**config.mk**
```make
export PLATFORM = sky130hd
export DESIGN_NAME = evt_irq_ctrl
export DESIGN_NICKNAME = d
export VERILOG_FILES = /design/src/rtl/evt_pkg.sv /design/src/rtl/evt_lockout.sv /design/src/rtl/evt_window.sv /design/src/rtl/evt_cause.sv /design/src/rtl/evt_irq_ctrl.sv
export SDC_FILE = /design/constraint.sdc
export NUM_CORES = 1
export LEC_CHECK = 0
export CAP_MARGIN = 0
export CORE_ASPECT_RATIO = 1.1
export CORE_MARGIN = 2
export CORE_UTILIZATION = 42
export CTS_CLUSTER_DIAMETER = 50
export DETAILED_ROUTE_END_ITERATION = 16
export PLACE_DENSITY = 0.63
export SLEW_MARGIN = 20
export SYNTH_ARGS = -nofsm -noshare
export SYNTH_HDL_FRONTEND = slang
export SYNTH_HIERARCHICAL = 1
export SYNTH_SLANG_ARGS = --single-unit
export TNS_END_PERCENT = 100
```
**constraint.sdc**
```tcl
create_clock -name clk -period 8 [get_ports clk]
set_clock_uncertainty 0.1 [all_clocks]
set_input_delay 2.4 -clock clk [delete_from_list [all_inputs] [get_ports clk]]
set_output_delay 2.4 -clock clk [all_outputs]
set_load 0.1 [all_outputs]
```
**src/rtl/evt_pkg.sv**
```systemverilog
package evt_pkg;
  typedef logic [3:0] cause_t;

  localparam cause_t CAUSE_NONE  = 4'b0000;
  localparam cause_t CAUSE_NOISE = 4'b0001;
  localparam cause_t CAUSE_DIS   = 4'b0100;
  localparam cause_t CAUSE_LIG   = 4'b1000;

  // rank of a posted event: 0 none, 1 distance, 2 noise, 3 disturber, 4 lightning
  typedef logic [2:0] rank_t;

  function automatic logic [4:0] min_lightning(input logic [1:0] sel);
    case (sel)
      2'b00:   return 5'd1;
      2'b01:   return 5'd5;
      2'b10:   return 5'd9;
      default: return 5'd16;
    endcase
  endfunction

  function automatic cause_t rank_code(input rank_t r);
    case (r)
      3'd4:    return CAUSE_LIG;
      3'd3:    return CAUSE_DIS;
      3'd2:    return CAUSE_NOISE;
      default: return CAUSE_NONE;
    endcase
  endfunction
endpackage

```
**src/rtl/evt_lockout.sv**
```systemverilog
module evt_lockout #(
  parameter int DIS_TICKS = 49152,
  parameter int LIG_TICKS = 32768
) (
  input  logic clk,
  input  logic rst_n,
  input  logic tick_i,
  input  logic ld_lig_i,
  input  logic ld_dis_i,
  output logic locked_o
);
  localparam int MAXT   = (DIS_TICKS > LIG_TICKS) ? DIS_TICKS : LIG_TICKS;
  localparam int LOCK_W = $clog2(MAXT + 1);

  logic [LOCK_W-1:0] cnt_q;

  always_ff @(posedge clk) begin
    if (!rst_n)                     cnt_q <= '0;
    else if (ld_lig_i)              cnt_q <= LOCK_W'(LIG_TICKS);
    else if (ld_dis_i)              cnt_q <= LOCK_W'(DIS_TICKS);
    else if (tick_i && cnt_q != '0) cnt_q <= cnt_q - 1'b1;
  end

  assign locked_o = (cnt_q != '0);

  AST_LOCK_HOLD: assert property (@(posedge clk) disable iff (!rst_n)
    (cnt_q != '0 && !tick_i) |=> $stable(cnt_q));
  AST_LOCK_NO_RELOAD: assert property (@(posedge clk) disable iff (!rst_n)
    (cnt_q > LOCK_W'(1)) |=> (cnt_q <= $past(cnt_q)));
endmodule

```
**src/rtl/evt_window.sv**
```systemverilog
module evt_window #(
  parameter int TICKS_PER_MIN = 1966080,
  parameter int WIN_SLOTS     = 15,
  parameter int SLOT_W        = 6,
  localparam int SUM_W        = $clog2(WIN_SLOTS * ((1 << SLOT_W) - 1) + 1)
) (
  input  logic             clk,
  input  logic             rst_n,
  input  logic             tick_i,
  input  logic             inc_i,
  input  logic             clr_i,
  output logic [SUM_W-1:0] sum_o
);
  localparam int IDX_W = (WIN_SLOTS > 1) ? $clog2(WIN_SLOTS) : 1;
  localparam int CNT_W = (TICKS_PER_MIN > 1) ? $clog2(TICKS_PER_MIN) : 1;
  localparam logic [SLOT_W-1:0] SLOT_MAX = '1;

  logic [CNT_W-1:0]  tcnt_q;
  logic [IDX_W-1:0]  idx_q, idx_nxt;
  logic [SLOT_W-1:0] slot_q [WIN_SLOTS];
  logic              adv;

  assign adv     = tick_i && (tcnt_q == CNT_W'(TICKS_PER_MIN - 1));
  assign idx_nxt = (idx_q == IDX_W'(WIN_SLOTS - 1)) ? '0 : idx_q + 1'b1;

  always_ff @(posedge clk) begin
    if (!rst_n) begin
      tcnt_q <= '0;
      idx_q  <= '0;
    end else if (tick_i) begin
      tcnt_q <= adv ? '0 : tcnt_q + 1'b1;
      if (adv) idx_q <= idx_nxt;
    end
  end

  // the slot entered on a minute boundary is the oldest one; it restarts at zero
  always_ff @(posedge clk) begin
    for (int i = 0; i < WIN_SLOTS; i++) begin
      if (!rst_n || clr_i)
        slot_q[i] <= '0;
      else if (adv && idx_nxt == IDX_W'(i))
        slot_q[i] <= inc_i ? SLOT_W'(1) : '0;
      else if (!adv && idx_q == IDX_W'(i) && inc_i && slot_q[i] != SLOT_MAX)
        slot_q[i] <= slot_q[i] + 1'b1;
    end
  end

  always_comb begin
    sum_o = '0;
    for (int i = 0; i < WIN_SLOTS; i++) sum_o = sum_o + SUM_W'(slot_q[i]);
  end

  AST_CLR_EMPTY: assert property (@(posedge clk) disable iff (!rst_n)
    clr_i |=> (sum_o == '0));
  AST_SUM_STEP: assert property (@(posedge clk) disable iff (!rst_n)
    (!adv && !clr_i) |=> (sum_o <= $past(sum_o) + SUM_W'(1)));
endmodule

```
**src/rtl/evt_cause.sv**
```systemverilog
module evt_cause
  import evt_pkg::*;
(
  input  logic   clk,
  input  logic   rst_n,
  input  logic   rd_i,
  input  logic   noise_lvl_i,
  input  logic   post_lig_i,
  input  logic   post_dis_i,
  input  logic   post_dist_i,
  output cause_t cause_o,
  output logic   irq_o
);
  cause_t code_q;
  logic   irq_q, noise_prev_q, post_noise;
  rank_t  cur_rank, base_rank, new_rank;

  assign post_noise = noise_lvl_i && !noise_prev_q;

  always_comb begin
    case (code_q)
      CAUSE_LIG:   cur_rank = 3'd4;
      CAUSE_DIS:   cur_rank = 3'd3;
      CAUSE_NOISE: cur_rank = 3'd2;
      default:     cur_rank = irq_q ? 3'd1 : 3'd0;
    endcase
    base_rank = rd_i ? 3'd0 : cur_rank;
    if (post_lig_i)       new_rank = 3'd4;
    else if (post_dis_i)  new_rank = 3'd3;
    else if (post_noise)  new_rank = 3'd2;
    else if (post_dist_i) new_rank = 3'd1;
    else                  new_rank = 3'd0;
  end

  always_ff @(posedge clk) begin
    if (!rst_n) begin
      code_q       <= CAUSE_NONE;
      irq_q        <= 1'b0;
      noise_prev_q <= 1'b0;
    end else begin
      noise_prev_q <= noise_lvl_i;
      if (new_rank != 3'd0 && new_rank >= base_rank) begin
        code_q <= rank_code(new_rank);
        irq_q  <= 1'b1;
      end else if (rd_i) begin
        code_q <= CAUSE_NONE;
        irq_q  <= 1'b0;
      end
    end
  end

  // a live noise level shows through once the stored cause is empty
  assign cause_o = (code_q != CAUSE_NONE) ? code_q : (noise_lvl_i ? CAUSE_NOISE : CAUSE_NONE);
  assign irq_o   = irq_q;

  AST_IRQ_ON_POST: assert property (@(posedge clk) disable iff (!rst_n)
    (new_rank != 3'd0) |=> irq_q);
  AST_READ_CLEARS: assert property (@(posedge clk) disable iff (!rst_n)
    (rd_i && new_rank == 3'd0) |=> !irq_q);
  AST_LIG_WINS: assert property (@(posedge clk) disable iff (!rst_n)
    post_lig_i |=> (code_q == CAUSE_LIG));
  AST_CODE_ONEHOT: assert property (@(posedge clk) disable iff (!rst_n)
    $onehot0(code_q));
endmodule

```
**src/rtl/evt_irq_ctrl.sv**
```systemverilog
module evt_irq_ctrl
  import evt_pkg::*;
#(
  parameter int TICKS_PER_MIN  = 1966080,
  parameter int WIN_SLOTS      = 15,
  parameter int SLOT_W         = 6,
  parameter int DIS_LOCK_TICKS = 49152,
  parameter int LIG_LOCK_TICKS = 32768
) (
  input  logic       clk,
  input  logic       rst_n,
  input  logic       tick,
  input  logic       noise_hi,
  input  logic       lig_evt,
  input  logic       dis_evt,
  input  logic       dist_evt,
  input  logic       mask_dis,
  input  logic [1:0] min_sel,
  input  logic       clr_stat,
  input  logic       cause_rd,
  output logic [3:0] cause,
  output logic       irq
);
  localparam int SUM_W = $clog2(WIN_SLOTS * ((1 << SLOT_W) - 1) + 1);

  logic             locked, lig_acc, dis_acc, lig_gate, clr_prev_q, clr_rise;
  logic [SUM_W-1:0] win_sum;

  assign lig_acc  = lig_evt && !locked;
  assign dis_acc  = dis_evt && !locked && !lig_evt;
  assign lig_gate = (32'(win_sum) + 32'd1) >= 32'(min_lightning(min_sel));
  assign clr_rise = clr_stat && !clr_prev_q;

  always_ff @(posedge clk) begin
    if (!rst_n) clr_prev_q <= 1'b1;
    else        clr_prev_q <= clr_stat;
  end

  evt_lockout #(
    .DIS_TICKS(DIS_LOCK_TICKS),
    .LIG_TICKS(LIG_LOCK_TICKS)
  ) u_lock (
    .clk(clk), .rst_n(rst_n), .tick_i(tick),
    .ld_lig_i(lig_acc), .ld_dis_i(dis_acc), .locked_o(locked)
  );

  evt_window #(
    .TICKS_PER_MIN(TICKS_PER_MIN),
    .WIN_SLOTS(WIN_SLOTS),
    .SLOT_W(SLOT_W)
  ) u_win (
    .clk(clk), .rst_n(rst_n), .tick_i(tick),
    .inc_i(lig_acc), .clr_i(clr_rise), .sum_o(win_sum)
  );

  evt_cause u_cause (
    .clk(clk), .rst_n(rst_n), .rd_i(cause_rd), .noise_lvl_i(noise_hi),
    .post_lig_i(lig_acc && lig_gate), .post_dis_i(dis_acc && !mask_dis),
    .post_dist_i(dist_evt), .cause_o(cause), .irq_o(irq)
  );

  AST_MASKED_QUIET: assert property (@(posedge clk) disable iff (!rst_n)
    (dis_evt && mask_dis && !lig_evt && !noise_hi && !dist_evt && !cause_rd)
      |=> $stable(irq));
  AST_LOCKED_NO_COUNT: assert property (@(posedge clk) disable iff (!rst_n)
    (locked && !clr_rise && !tick) |=> $stable(win_sum));
endmodule

```
==> results.sh, run 1 <==
export IMPL_yosysTopAreaCell="edfxtp_1"
export IMPL_status="finished, final reports clean"
export IMPL_ios=17
export IMPL_period_share_pct=92.3
export IMPL_syn_avg_cell_area_um2=9.91
export IMPL_synth_top_cell_area_share_pct=27.4
export IMPL_yosysWarningCount=6
export IMPL_port_buffers=15
export IMPL_grt_start_max_net_pins=25
export IMPL_antenna_found_initial=0
export IMPL_critical_path_startpoint="u_win/slot_q[1][2]$_SDFFCE_PN0P_"
export IMPL_holdCritPathClass="flop to flop"
export IMPL_slew_headroom_pct=31.1
export IMPL_max_cap_violations=0
export IMPL_nNetsFinal=1140
export IMPL_cts_tree="built"
export IMPL_htree_num_levels=4
export IMPL_clk_path_buf_depth=2
export IMPL_route_detailed_drc=0
export IMPL_layout_drive_gt1_share_pct=5.37
export IMPL_hp_start="u_lock/cnt_q[9]$_SDFFE_PP0P_"
export IMPL_via_count=7221
export IMPL_synth_area_um2=9860
export IMPL_placedInstanceArea_um2=10300
export IMPL_cp_arrival_ns=7.61
export IMPL_synth_flop_cell="edfxtp_1"
export IMPL_ys_seq_area_share_pct=36.9
export IMPL_diodes=0
export IMPL_clk_pin_slew_ns=0.07
export IMPL_first_pass_iters=5
export IMPL_syn_nets=1124
export IMPL_synth_edf_count=90
export IMPL_final_area_um2=10900
export IMPL_std_cell_rows=58
export IMPL_syn_to_final_growth_pct=10.4
export IMPL_grt_pass1_vias=7253
export IMPL_rsz0062_at_grt="false"
export IMPL_core_area_um2=22900
export IMPL_layout_cells_non_filler=1324
export IMPL_startpoint_type="flop"
export IMPL_cts_resized=0
export IMPL_avgRoutedWirePerCell_um=17.0
export IMPL_fmax_mhz=135
export IMPL_cp_required_ns=8.22
export IMPL_finalHoldViolCount=0
export IMPL_slew_violations=0
export IMPL_tns_ns=0
export IMPL_period_minus_slack_ns=7.39
export IMPL_worstSkewPairLatency_ns=0.42
export IMPL_cts_setup_buffers=0
export IMPL_setup_viol=0
export IMPL_routabilityCongestion=0.876
export IMPL_synth_cell_types=70
export IMPL_dp_cells=1292
export IMPL_die_w_um=150
export IMPL_cts_hold_buf=0
export IMPL_worstReg2RegStart="u_win/slot_q[1][2]$_SDFFCE_PN0P_"
export IMPL_antenna_left=0
export IMPL_synth_area_leaders="edfxtp_1, fa_1, dfxtp_1, ha_1, nand3_1"
export IMPL_worstSetupEndpointType="flop"
export IMPL_drtIter0Drc=524
export IMPL_die_h_um=165
export IMPL_die_area_um2=24700
export IMPL_grt_pass1_wl_mm=37.4
export IMPL_dp_hpwl_mm=17.1
export IMPL_cts_sinks=137
export IMPL_synthCells=995
export IMPL_routed_wl_mm=22.6
export IMPL_ys_ff_latch=137
export IMPL_cts_root_buffer="clkbuf_16"
export IMPL_worst_pin_slew_ns=1.02
export IMPL_synthArstFlopShare_pct=0
export IMPL_critical_path_class="flop to flop"
export IMPL_overflow=0
export IMPL_track_usage_pct=19.5
export IMPL_avgViaCountPerCell=5.45
export IMPL_cts_buffers=17
export IMPL_start_util_pct=43.0
export IMPL_crit_fanout=7
-- per-layer routing --
layer	GRT usage (%)	vias to the layer above	wire length, µm
li1	-	3453	-
met1	25.8	3502	9850
met2	31.7	231	10700
met3	4.17	35	1430
met4	6.73	0	539
met5	0	-	0
-- path summary, 6_finish.rpt --
| kind | endpoint | depth (start not counted) | slack [ns] |
|---|---|---|---|
| max | u_cause/code_q[0]$_SDFFE_PN0P_ | 26 | 0.61 |
| min | u_lock/cnt_q[9]$_SDFFE_PP0P_ | 2 | 0.38 |
| max reg2reg | u_cause/code_q[0]$_SDFFE_PN0P_ | 26 | 0.61 |
| min reg2reg | u_lock/cnt_q[9]$_SDFFE_PP0P_ | 2 | 0.38 |
-- cell families after synthesis --
family	share of synthesized area [%]
AND/OR/NAND/NOR	21.5
other	0.0380
multiplexers	0.406
flip-flops	36.9
adder cells (fa/ha/maj)	20.5
AO/OA/AOI/OAI	7.40
XOR/XNOR	7.64
buffers and inverters	5.58
-- critical path, stage by stage (launching register included) --
cell	delay [ns]
edfxtp_1	0.48
fa_1	0.58
inv_1	0.06
fa_1	0.51
fa_1	0.58
fa_1	0.56
inv_1	0.06
fa_1	0.50
fa_1	0.57
ha_1	0.16
inv_1	0.05
fa_1	0.39
nor2b_1	0.13
o21ai_0	0.08
nand2b_1	0.13
a2111oi_0	0.10
nand3b_1	0.19
and3_1	0.20
mux2i_1	0.14
o21ai_0	0.11
a21boi_1	0.52
nor2_1	0.12
ha_1	0.31
nand2_1	0.06
o21ai_2	0.21
o41ai_4	0.15
a32o_1	0.25
-- sequential cells by signal, summed over array words and instances (netlist names) --
register,cells
u_lock/cnt_q,16
clr_prev_q,1
u_win/slot_q,90
u_win/tcnt_q,21
u_cause/irq_o,1
u_cause/code_q,3
u_cause/noise_prev_q,1
u_win/idx_q,4
-- final cells by class --
| cell class | instances | area [µm²] |
|---|---|---|
| clock buffer | 19 | 464 |
| clock inverter | 13 | 121 |
| fill | 2171 | 12000 |
| inverter | 112 | 420 |
| multi-input combinational | 722 | 5670 |
| sequential | 137 | 3640 |
| tap | 300 | 375 |
| timing repair buffer | 21 | 195 |
-- cells in the final DEF, fill, tap and decap left out, types with 5 or more instances in the layout --
| master | n |
|---|---|
| edfxtp_1 | 90 |
| a21oi_1 | 27 |
| nor3_1 | 23 |
| clkbuf_16 | 18 |
| nand3b_1 | 9 |
| nor2_1 | 105 |
| clkdlybuf4s50_1 | 15 |
| a21boi_1 | 5 |
| and3_1 | 32 |
| ha_1 | 43 |
| dfxtp_1 | 47 |
| or4_1 | 5 |
| o21ai_0 | 13 |
| fa_1 | 74 |
| buf_4 | 6 |
| nand2b_1 | 13 |
| xnor2_1 | 47 |
| o211ai_1 | 9 |
| nor2b_1 | 16 |
| inv_1 | 112 |
| nand2_1 | 64 |
| or3_1 | 8 |
| nand4_1 | 9 |
| o31ai_1 | 8 |
| xor2_1 | 39 |
| a31oi_1 | 5 |
| a21boi_0 | 5 |
| nand3_1 | 88 |
-- synthesized netlist by cell type, types with 5 or more instances --
library cell / count
or4_1: 5
xnor2_1: 47
nand3b_1: 9
buf_2: 7
nand3_1: 88
o21ai_0: 13
nand2b_1: 13
a31oi_1: 5
inv_1: 112
a21oi_1: 27
a21boi_1: 5
a21boi_0: 5
nand4_1: 9
nor2_1: 105
ha_1: 43
dfxtp_1: 47
o31ai_1: 8
or3_1: 8
o211ai_1: 9
nor3_1: 23
clkbuf_1: 11
edfxtp_1: 90
and3_1: 32
nand2_1: 64
fa_1: 74
nor2b_1: 16
xor2_1: 39
-- metrics by stage --
stage	utilization, %	hold WS, ns	setup WS (ns)
finish	47.5	0.377	0.612
global route	47.5	0.417	0.0236
detailed placement	44.9	0.366	0.686
floorplan	-	0.348	1.23
global placement	44.9	0.367	0.807
CTS	47.5	0.379	0.643
Power of run 1 is left out: the tool's default activity adds up to more than one toggle a clock period on the data nets, which glitch-free logic cannot reach.
==> run 2, diff against run 1 <==
Settings changed: SLEW_MARGIN 20 to 5.
==> results of run 2 <==
No change in the layout: final DEF, timing and power equal those of run 1.
Power of run 2 is left out for the same reason.
==> run 3, diff against run 2 <==
Settings changed: CORE_MARGIN 2 to default, CTS_CLUSTER_SIZE from default to 16.
==> results.sh, run 3 (same netlist as run 1, synthesis figures left out) <==
export IMPL_regArea_um2=3640
export IMPL_avgViaCountPerCell=5.41
export IMPL_multi_input_area_um2=5670
export IMPL_slew_headroom_pct=28.1
export IMPL_track_usage_pct=20.2
export IMPL_routed_wl_mm=22.6
export IMPL_cts_setup_buffers=0
export IMPL_cts_tree="built"
export IMPL_via_count=7172
export IMPL_cts_hold_buf=0
export IMPL_tns_ns=0
export IMPL_setup_viol=0
export IMPL_period_minus_slack_ns=7.36
export IMPL_diodes=0
export IMPL_route_detailed_drc=0
export IMPL_largestRegisters="u_win/slot_q: 90 flops, u_win/tcnt_q: 21 flops, u_lock/cnt_q: 16 flops"
export IMPL_layout_drive_gt1_share_pct=5.46
export IMPL_holdCritPathClass="flop to flop"
export IMPL_routabilityCongestion=0.856
export IMPL_drtIter0Drc=526
export IMPL_mostFrequentLayoutCell="inv_1"
export IMPL_period_share_pct=92.0
export IMPL_startpoint_type="flop"
export IMPL_grt_pass1_vias=7201
export IMPL_antenna_left=0
export IMPL_status="finished, final reports clean"
export IMPL_cp_required_ns=8.22
export IMPL_worst_r2r_setup_slack_ns=0.64
export IMPL_first_pass_iters=7
export IMPL_cts_resized=0
export IMPL_top_register="u_win/slot_q"
export IMPL_largest_reg_flops=90
export IMPL_port_buffers=15
export IMPL_antenna_found_initial=0
export IMPL_grt_pass1_wl_mm=37.5
export IMPL_die_w_um=148
export IMPL_critical_path_startpoint="u_win/slot_q[1][2]$_SDFFCE_PN0P_"
export IMPL_rsz0062_at_grt="false"
export IMPL_start_util_pct=43.0
export IMPL_fmax_mhz=136
export IMPL_cp_arrival_ns=7.58
export IMPL_avgRoutedWirePerCell_um=17.1
export IMPL_ios=17
export IMPL_worst_pin_slew_ns=1.06
export IMPL_hp_start="u_lock/cnt_q[9]$_SDFFE_PP0P_"
export IMPL_syn_to_final_growth_pct=10.4
export IMPL_cts_sinks=137
export IMPL_overflow=0
export IMPL_cp_cell_sequence="fa_1, inv_1, fa_1, fa_1, fa_1, inv_1, fa_1, fa_1, ha_1, inv_1, fa_1, xnor2_1, xnor2_1, ha_1, o2111ai_1, and3_1, a21boi_1, nor2_1, ha_1, nand2_1, o21ai_2, o41ai_4, a32o_1"
export IMPL_crit_fanout=7
export IMPL_die_h_um=163
export IMPL_slew_violations=0
export IMPL_cp_num_buf_inv=3
export IMPL_max_stage_delay_ns=0.59
export IMPL_critPathTopFamily="adder cells"
export IMPL_worstReg2RegStart="u_win/slot_q[1][2]$_SDFFCE_PN0P_"
export IMPL_cp_common_cell="fa_1"
export IMPL_finalHoldViolCount=0
export IMPL_n_fill_cell=2161
export IMPL_grt_start_max_net_pins=25
export IMPL_nNetsFinal=1141
export IMPL_cts_buffers=17
export IMPL_clk_path_buf_depth=2
export IMPL_htree_num_levels=4
export IMPL_dp_hpwl_mm=17.2
export IMPL_cpMaxStageDelayCell="fa_1"
export IMPL_final_cell_mix="inv_1, nor2_1, edfxtp_1"
export IMPL_critical_path_class="flop to flop"
export IMPL_die_area_um2=24100
export IMPL_std_cell_rows=58
export IMPL_max_cap_violations=0
export IMPL_cts_root_buffer="clkbuf_16"
export IMPL_worstSetupEndpointType="flop"
export IMPL_clk_pin_slew_ns=0.07
export IMPL_core_area_um2=22900
export IMPL_worstSkewPairLatency_ns=0.43
## run 3: changes by cell type in the layout (fill, tap and decap cells not counted)
cell	previous run	this run
inv_6	4	5
inv_4	1	2
clkinv_8	0	2
inv_8	4	5
clkbuf_16	18	17
clkbuf_8	1	0
buf_4	6	7
clkinv_4	4	0
clkinv_2	0	1
## run 3: metal layers
metal	vias up	share of wire [%]	global-route usage, %
met2	199	47	32.4
met1	3467	45	26.9
met3	39	5.8	4.17
met4	0	2.1	7.03
li1	3467	-	-
met5	-	0	0
## run 3: path summary, 6_finish.rpt
path / endpoint / cells past startpoint
worst max-delay path: u_cause/code_q[3]$_SDFFE_PN0P_ / 23
worst min-delay path: u_lock/cnt_q[9]$_SDFFE_PP0P_ / 2
worst max register to register: u_cause/code_q[3]$_SDFFE_PN0P_ / 23
worst min register to register: u_lock/cnt_q[9]$_SDFFE_PP0P_ / 2
## run 3: worst reg2reg max path: cells and delay by family (launching register included)
family                     cells  cell delay [ns]
adders and majority gates     10             4.46
AOI/OAI and AO/OA              5             1.24
DFF                            1             0.47
xor gates and xnor gates       2             0.46
and+or+nand+nor                3             0.34
buffers and inverters          3             0.16
## run 3: final cells by class
class                           count  share of cell area (%)
Tap cell                          300                    3.45
Timing Repair Buffer               22                    1.86
Clock buffer                       17                    3.91
Inverter                          112                    3.86
Sequential cell                   137                    33.5
Clock inverter                     15                    1.38
Multi-Input combinational cell    722                    52.1
## run 3: through the flow
stage / setup slack [ns] / utilization (%) / hold WS, ns / cells / instance area, µm²
floorplan: 1.23 / - / 0.348 / 995 / 9860
global placement: 0.818 / 45.0 / 0.366 / 1293 / 10300
detailed placement: 0.647 / 45.0 / 0.370 / 1293 / 10300
CTS: 0.611 / 47.5 / 0.383 / 1325 / 10900
global route: 0.188 / 47.5 / 0.420 / 1325 / 10900
finish: 0.641 / 47.5 / 0.378 / 1325 / 10900
Power of run 3 is left out for the same reason.
